`src/rtl/pll_init_pkg.sv`:
```
package pll_init_pkg;

  typedef enum logic [2:0] {
    ST_PDN  = 3'd0,
    ST_XTAL = 3'd1,
    ST_REF  = 3'd2,
    ST_FB   = 3'd3,
    ST_CAL  = 3'd4,
    ST_LOCK = 3'd5,
    ST_RUN  = 3'd6
  } seqState_e;

  typedef enum logic [1:0] {
    LIM_REF  = 2'd0,
    LIM_FB   = 2'd1,
    LIM_CAL  = 2'd2,
    LIM_LOCK = 2'd3
  } limSel_e;

  // strobes from control to the stage counter
  typedef struct packed {
    logic    clr;
    logic    run;
    logic    useFb;
    limSel_e lim;
  } cntCtl_t;

endpackage

```
`src/rtl/pll_init_cnt.sv`:
```
module pll_init_cnt
  import pll_init_pkg::*;
#(
  parameter int REF_COUNT  = 65536,
  parameter int FB_COUNT   = 65536,
  parameter int CAL_COUNT  = 131072,
  parameter int LOCK_DELAY = 2304
) (
  input  logic    clk,
  input  logic    porActive,
  input  cntCtl_t ctl,
  input  logic    refTick,
  input  logic    fbTick,
  output logic    hitEnd
);

  localparam int M1   = (REF_COUNT > FB_COUNT) ? REF_COUNT : FB_COUNT;
  localparam int M2   = (CAL_COUNT > LOCK_DELAY) ? CAL_COUNT : LOCK_DELAY;
  localparam int MAXC = (M1 > M2) ? M1 : M2;
  localparam int CW   = $clog2(MAXC + 1);

  localparam logic [CW-1:0] REF_LAST  = CW'(REF_COUNT - 1);
  localparam logic [CW-1:0] FB_LAST   = CW'(FB_COUNT - 1);
  localparam logic [CW-1:0] CAL_LAST  = CW'(CAL_COUNT - 1);
  localparam logic [CW-1:0] LOCK_LAST = CW'(LOCK_DELAY - 1);

  logic [CW-1:0] cnt;
  logic [CW-1:0] lastSel;
  logic          tick;

  always_comb begin
    case (ctl.lim)
      LIM_REF:  lastSel = REF_LAST;
      LIM_FB:   lastSel = FB_LAST;
      LIM_CAL:  lastSel = CAL_LAST;
      LIM_LOCK: lastSel = LOCK_LAST;
      default:  lastSel = REF_LAST;
    endcase
  end

  assign tick   = ctl.useFb ? fbTick : refTick;
  assign hitEnd = ctl.run && tick && (cnt == lastSel);

  always_ff @(posedge clk or posedge porActive) begin
    if (porActive)            cnt <= '0;
    else if (ctl.clr)         cnt <= '0;
    else if (ctl.run && tick) cnt <= cnt + 1'b1;
  end

  // the stage count never runs past its limit
  a_r3_cnt_bound: assert property (@(posedge clk) disable iff (porActive)
    (ctl.run && !ctl.clr) |-> (cnt <= lastSel));

  // feedback ticks do not move a reference-counted stage
  a_r3_ref_ignores_fb: assert property (@(posedge clk) disable iff (porActive)
    (ctl.run && !ctl.useFb && !ctl.clr && !refTick) |=> $stable(cnt));

  // reference ticks do not move the feedback stage
  a_r4_fb_ignores_ref: assert property (@(posedge clk) disable iff (porActive)
    (ctl.run && ctl.useFb && !ctl.clr && !fbTick) |=> $stable(cnt));

endmodule

```
`src/rtl/pll_init_ctrl.sv`:
```
module pll_init_ctrl
  import pll_init_pkg::*;
(
  input  logic    clk,
  input  logic    porActive,
  input  logic    pwrDownN,
  input  logic    rstPinN,
  input  logic    rstReg,
  input  logic    xtalUsed,
  input  logic    xtalAmpOk,
  input  logic    hitEnd,
  output cntCtl_t ctl,
  output logic    vcoCalActive,
  output logic    outEnable,
  output logic    pllLocked
);

  seqState_e state, nxt;
  logic      rstAny;

  assign rstAny = !rstPinN || rstReg;

  always_comb begin
    nxt = state;
    if (!pwrDownN)   nxt = ST_PDN;
    else if (rstAny) nxt = ST_XTAL;
    else begin
      case (state)
        ST_PDN:  nxt = ST_XTAL;
        ST_XTAL: if (!xtalUsed || xtalAmpOk) nxt = ST_REF;
        ST_REF:  if (hitEnd) nxt = ST_FB;
        ST_FB:   if (hitEnd) nxt = ST_CAL;
        ST_CAL:  if (hitEnd) nxt = ST_LOCK;
        ST_LOCK: if (hitEnd) nxt = ST_RUN;
        ST_RUN:  nxt = ST_RUN;
        default: nxt = ST_XTAL;
      endcase
    end
  end

  always_ff @(posedge clk or posedge porActive) begin
    if (porActive) state <= ST_XTAL;
    else           state <= nxt;
  end

  always_comb begin
    ctl.clr   = (nxt != state);
    ctl.run   = (state == ST_REF) || (state == ST_FB) ||
                (state == ST_CAL) || (state == ST_LOCK);
    ctl.useFb = (state == ST_FB);
    case (state)
      ST_FB:   ctl.lim = LIM_FB;
      ST_CAL:  ctl.lim = LIM_CAL;
      ST_LOCK: ctl.lim = LIM_LOCK;
      default: ctl.lim = LIM_REF;
    endcase
  end

  assign vcoCalActive = (state == ST_CAL);
  assign outEnable    = (state == ST_LOCK) || (state == ST_RUN);
  assign pllLocked    = (state == ST_RUN);

  // no advance while the crystal has too little swing
  a_r2_xtal_hold: assert property (@(posedge clk) disable iff (porActive)
    (state == ST_XTAL && pwrDownN && !rstAny && xtalUsed && !xtalAmpOk)
    |=> (state == ST_XTAL));

  // the calibration-ending tick turns outputs on at once
  a_r6_enable_at_cal_end: assert property (@(posedge clk) disable iff (porActive)
    (state == ST_CAL && hitEnd && pwrDownN && !rstAny)
    |=> (outEnable && !vcoCalActive));

  // lock only rises out of the lock wait
  a_r7_lock_from_wait: assert property (@(posedge clk) disable iff (porActive)
    $rose(pllLocked) |-> ($past(state) == ST_LOCK));

  // either reset source restarts the sequence with outputs off
  a_r8_reset_returns: assert property (@(posedge clk) disable iff (porActive)
    (pwrDownN && rstAny)
    |=> (state == ST_XTAL && !outEnable && !vcoCalActive && !pllLocked));

  // power-down wins over everything
  a_r9_pdn_override: assert property (@(posedge clk) disable iff (porActive)
    !pwrDownN |=> (state == ST_PDN && !outEnable && !vcoCalActive && !pllLocked));

  // leaving power-down always goes through the initial wait
  a_r10_pdn_exit: assert property (@(posedge clk) disable iff (porActive)
    (state == ST_PDN && pwrDownN) |=> (state == ST_XTAL));

endmodule

```
`src/rtl/pll_init_seq.sv`:
```
module pll_init_seq
  import pll_init_pkg::*;
#(
  parameter int REF_COUNT  = 65536,
  parameter int FB_COUNT   = 65536,
  parameter int CAL_COUNT  = 131072,
  parameter int LOCK_DELAY = 2304
) (
  input  logic clk,
  input  logic porActive,
  input  logic pwrDownN,
  input  logic rstPinN,
  input  logic rstReg,
  input  logic xtalUsed,
  input  logic xtalAmpOk,
  input  logic refTick,
  input  logic fbTick,
  output logic vcoCalActive,
  output logic outEnable,
  output logic pllLocked
);

  cntCtl_t ctl;
  logic    hitEnd;

  pll_init_ctrl u_ctrl (
    .clk          (clk),
    .porActive    (porActive),
    .pwrDownN     (pwrDownN),
    .rstPinN      (rstPinN),
    .rstReg       (rstReg),
    .xtalUsed     (xtalUsed),
    .xtalAmpOk    (xtalAmpOk),
    .hitEnd       (hitEnd),
    .ctl          (ctl),
    .vcoCalActive (vcoCalActive),
    .outEnable    (outEnable),
    .pllLocked    (pllLocked)
  );

  pll_init_cnt #(
    .REF_COUNT  (REF_COUNT),
    .FB_COUNT   (FB_COUNT),
    .CAL_COUNT  (CAL_COUNT),
    .LOCK_DELAY (LOCK_DELAY)
  ) u_cnt (
    .clk       (clk),
    .porActive (porActive),
    .ctl       (ctl),
    .refTick   (refTick),
    .fbTick    (fbTick),
    .hitEnd    (hitEnd)
  );

  // calibration and output enable are never both high
  a_r6_exclusive: assert property (@(posedge clk) disable iff (porActive)
    $onehot0({vcoCalActive, outEnable}));

endmodule

```
`config.mk`:
```
export PLATFORM = sky130hd
export DESIGN_NAME = pll_init_seq
export DESIGN_NICKNAME = d
export VERILOG_FILES = /design/src/rtl/pll_init_pkg.sv /design/src/rtl/pll_init_cnt.sv /design/src/rtl/pll_init_ctrl.sv /design/src/rtl/pll_init_seq.sv
export SDC_FILE = /design/constraint.sdc
export NUM_CORES = 1
export LEC_CHECK = 0
export CORE_ASPECT_RATIO = 1.75
export CORE_MARGIN = 3
export CORE_UTILIZATION = 40
export DETAILED_ROUTE_END_ITERATION = 10
export DONT_BUFFER_PORTS = 1
export PLACE_DENSITY = 0.5
export SLEW_MARGIN = 20
export SYNTH_ARGS = -nofsm -noshare
export SYNTH_HDL_FRONTEND = slang
export SYNTH_SLANG_ARGS = --single-unit
```
`constraint.sdc`:
```
create_clock -name clk -period 2.79 [get_ports clk]
set_input_delay 0.558 -clock clk [delete_from_list [all_inputs] [get_ports clk]]
set_output_delay 0.558 -clock clk [all_outputs]
set_load 0.05 [all_outputs]
```
==> results.sh <==
export IMPL_status="completed"
export IMPL_synth_top_family_by_area="simple AND/OR/NAND/NOR gates"
export IMPL_synth_area_leaders="dfrtp_1 34%, xor2_1 6.5%, nor3_1 6.1%, nand4_1 4.2%, xnor2_1 4.1%"
export IMPL_fin_cells=203
export IMPL_grt_pass1_wl_mm=6.11
export IMPL_tightest_slew_ns=0.844
export IMPL_nets=169
export IMPL_gp_congestion=0.722
export IMPL_h_tree_depth=1
export IMPL_finalHoldViolCount=0
export IMPL_clockRootBuffer="clkbuf_8"
export IMPL_power_leakage_nw=0.606
export IMPL_yosys_area_top_type="dfrtp_1"
export IMPL_vias_per_cell=5.90
export IMPL_io_pins=12
export IMPL_worstHoldPathType="input port to asynchronous set/reset pin"
export IMPL_vias=1197
export IMPL_cts_resized=0
export IMPL_rr_endpoint="u_cnt.cnt[6]$_DFFE_PP0P_"
export IMPL_period_share_pct=80.2
export IMPL_r2r_slack_ns=0.55
export IMPL_drtPass1Iterations=4
export IMPL_numCtsBuffers=3
export IMPL_syn_area_mm2=0.00148
export IMPL_ant_nets=0
export IMPL_numClockSinks=21
export IMPL_ys_seq_elements=21
export IMPL_p_per_area_mw_per_mm2=354
export IMPL_holdBufCountCts=0
export IMPL_gr_total_overflow=0
export IMPL_core_area_mm2=0.00347
export IMPL_ys_flop_type="dfrtp_1"
export IMPL_final_max_slew_viol_count=0
export IMPL_crit_start="u_ctrl.state[0]$_DFF_PP1_"
export IMPL_synth_xor_area_share_pct=10.7
export IMPL_syn_area_per_cell_um2=9.42
export IMPL_grt_pass1_vias=1272
export IMPL_grt_use_total_pct=18.0
export IMPL_synth_edff_count=0
export IMPL_io_buffers=0
export IMPL_rows=28
export IMPL_cpPeakStageDelay_ns=0.73
export IMPL_drt_wl_total_mm=3.54
export IMPL_place_hpwl_mm=2.66
export IMPL_worstSkewPairLatency_ns=0.26
export IMPL_setup_violations=0
export IMPL_max_clock_freq_mhz=447
export IMPL_worstPathMaxFanout=18
export IMPL_wl_per_cell_um=17.4
export IMPL_antenna_found_initial=0
export IMPL_min_period_ns=2.24
export IMPL_cts_path_max_buffers=2
export IMPL_drt_initial_drc_count=16
export IMPL_fin_worst_skew_ns=0.00312
export IMPL_critPathLaunchType="flop"
export IMPL_yosysSeqAreaShare_pct=35.6
export IMPL_synth_fp_nets=167
export IMPL_start_util_pct=42.6
export IMPL_whs_ns=0.352
export IMPL_vdd_ir_drop_max_v=0.000288
export IMPL_yosys_warnings=0
export IMPL_slew_headroom_pct=43.7
export IMPL_synthMuxAreaShare_pct=2.71
export IMPL_synth_top_area_share_pct=33.8
export IMPL_p_total_uw=556
export IMPL_arrival_ns=2.38
export IMPL_max_cap_viol_count=0
export IMPL_post_cts_buffers=0
export IMPL_die_h_um=86.4
export IMPL_drive_gt1_share_pct=12.7
export IMPL_cp_slowest_cell="dfstp_2"
export IMPL_pre_cts_ws_ns=0.556
export IMPL_netlist_instances=157
export IMPL_crit_required_ns=2.93
export IMPL_synthAdderAreaFrac_pct=1.52
export IMPL_cp_end_kind="flop"
export IMPL_fin_tns_setup_ns=0
export IMPL_crit_chain="and3b_1, nand3_1, o311ai_1, nor4_4, buf_4, nor3_1"
export IMPL_cts_tree="done"
export IMPL_synth_compound_area_share_pct=9.73
export IMPL_worstReg2RegStart="u_ctrl.state[0]$_DFF_PP1_"
export IMPL_die_w_um=52.0
export IMPL_crit_type="flop to flop"
export IMPL_grt_max_degree=22
export IMPL_reg2reg_depth=6
export IMPL_synthDistinctLibCells=46
export IMPL_clk_pin_slew_ns=0.07
export IMPL_synth_simple_area_share_pct=35.9
export IMPL_drcViolationCount=0
export IMPL_grt_setup_unrepaired="false"
export IMPL_dieArea_mm2=0.00449
export IMPL_area_delta_synth_final_pct=6.26
export IMPL_insertedDiodeCount=0
export IMPL_async_reset_ff_share_pct=100
export IMPL_placed_cells=199
export IMPL_timing_final_ws_setup_ns=0.552
## worst max-delay path by stage
stage / to / slack (ns) / cells after the start
finish: u_cnt.cnt[6]$_DFFE_PP0P_ / 0.55 / 6
global route: u_cnt.cnt[2]$_DFFE_PP0P_ / 0.38 / 6
CTS: u_cnt.cnt[1]$_DFFE_PP0P_ / 0.53 / 6
detailed placement: u_cnt.cnt[16]$_DFFE_PP0P_ / 0.56 / 6
global placement: u_cnt.cnt[6]$_DFFE_PP0P_ / 0.58 / 6
floorplan: u_cnt.cnt[10]$_DFFE_PP0P_ / 0.33 / 6
## power breakdown
group | switching [mW] | internal, mW | leakage, nW
clock | 0.0962 | 0.102 | 0.0228
combinational | 0.0297 | 0.0145 | 0.294
sequential | 0.00703 | 0.307 | 0.290
## stage by stage
stage,instance area (µm²),util [%]
after floorplan,1480,-
after global placement,1530,44.0
after detailed placement,1530,44.0
after CTS,1570,45.3
after global routing,1570,45.3
final,1570,45.3
## worst max-delay path, delay by kind of cell, from the launching register on
| kind | cells | cell delay (ns) |
|---|---|---|
| buf+inv | 1 | 0.28 |
| compound gates | 1 | 0.16 |
| simple gates | 4 | 0.94 |
| flops | 1 | 0.73 |
## Yosys cell counts, types with 4 or more instances
cell type  number
a21oi_1         4
mux2i_1         4
nand2_1         9
buf_2           4
xor2_1         11
dfrtp_1        20
nor3_2          4
nor3_1         18
nand3_1         7
nor2_1          5
xnor2_1         7
and3_1          6
nand4_1        10
## sequential cells by signal, indices dropped and copies added, names as in the netlist
signal,cells
u_cnt.cnt,18
u_ctrl.state,3
## metal layers
metal | GRT usage [%] | up-vias | part of all wire, %
li1 | - | 583 | -
met1 | 19.7 | 595 | 38
met2 | 34.4 | 14 | 58
met3 | 2.75 | 5 | 2.5
met4 | 5.01 | 0 | 1.2
met5 | 0 | - | 0
## kinds of logic (layout without fill, tap and decap cells)
kind of cell,after synthesis,in the layout
simple gates,85,85
flops,21,21
xor+xnor,18,18
compound gates,16,16
buf+inv,11,12
mux,4,4
fa+ha+maj,2,2
## final cells by class
type	count	area (µm²)
clock buffers	4	45.0
well taps	45	56.3
repair buffers	5	37.5
inverters	3	11.3
flip-flops and latches	21	527
fillers	355	1900
multi-input cells	125	895
## cell usage in the layout, fill, tap and decap left out, types with 2 or more instances in the layout
cell type / count
nor2_1: 5
xor2_1: 11
nor2b_1: 3
nor3_1: 18
nor3b_1: 2
buf_4: 5
xnor2_1: 7
o21ai_0: 2
mux2i_1: 4
nand2_1: 9
nor3_2: 4
nand2b_1: 3
clkbuf_8: 3
and2_1: 3
a21oi_1: 4
and3_1: 6
nor4_1: 3
nand4_1: 10
inv_1: 3
and4_1: 3
and3b_1: 2
nand3_1: 7
dfrtp_1: 20
Note: power is estimated with default switching activity, not from simulation.
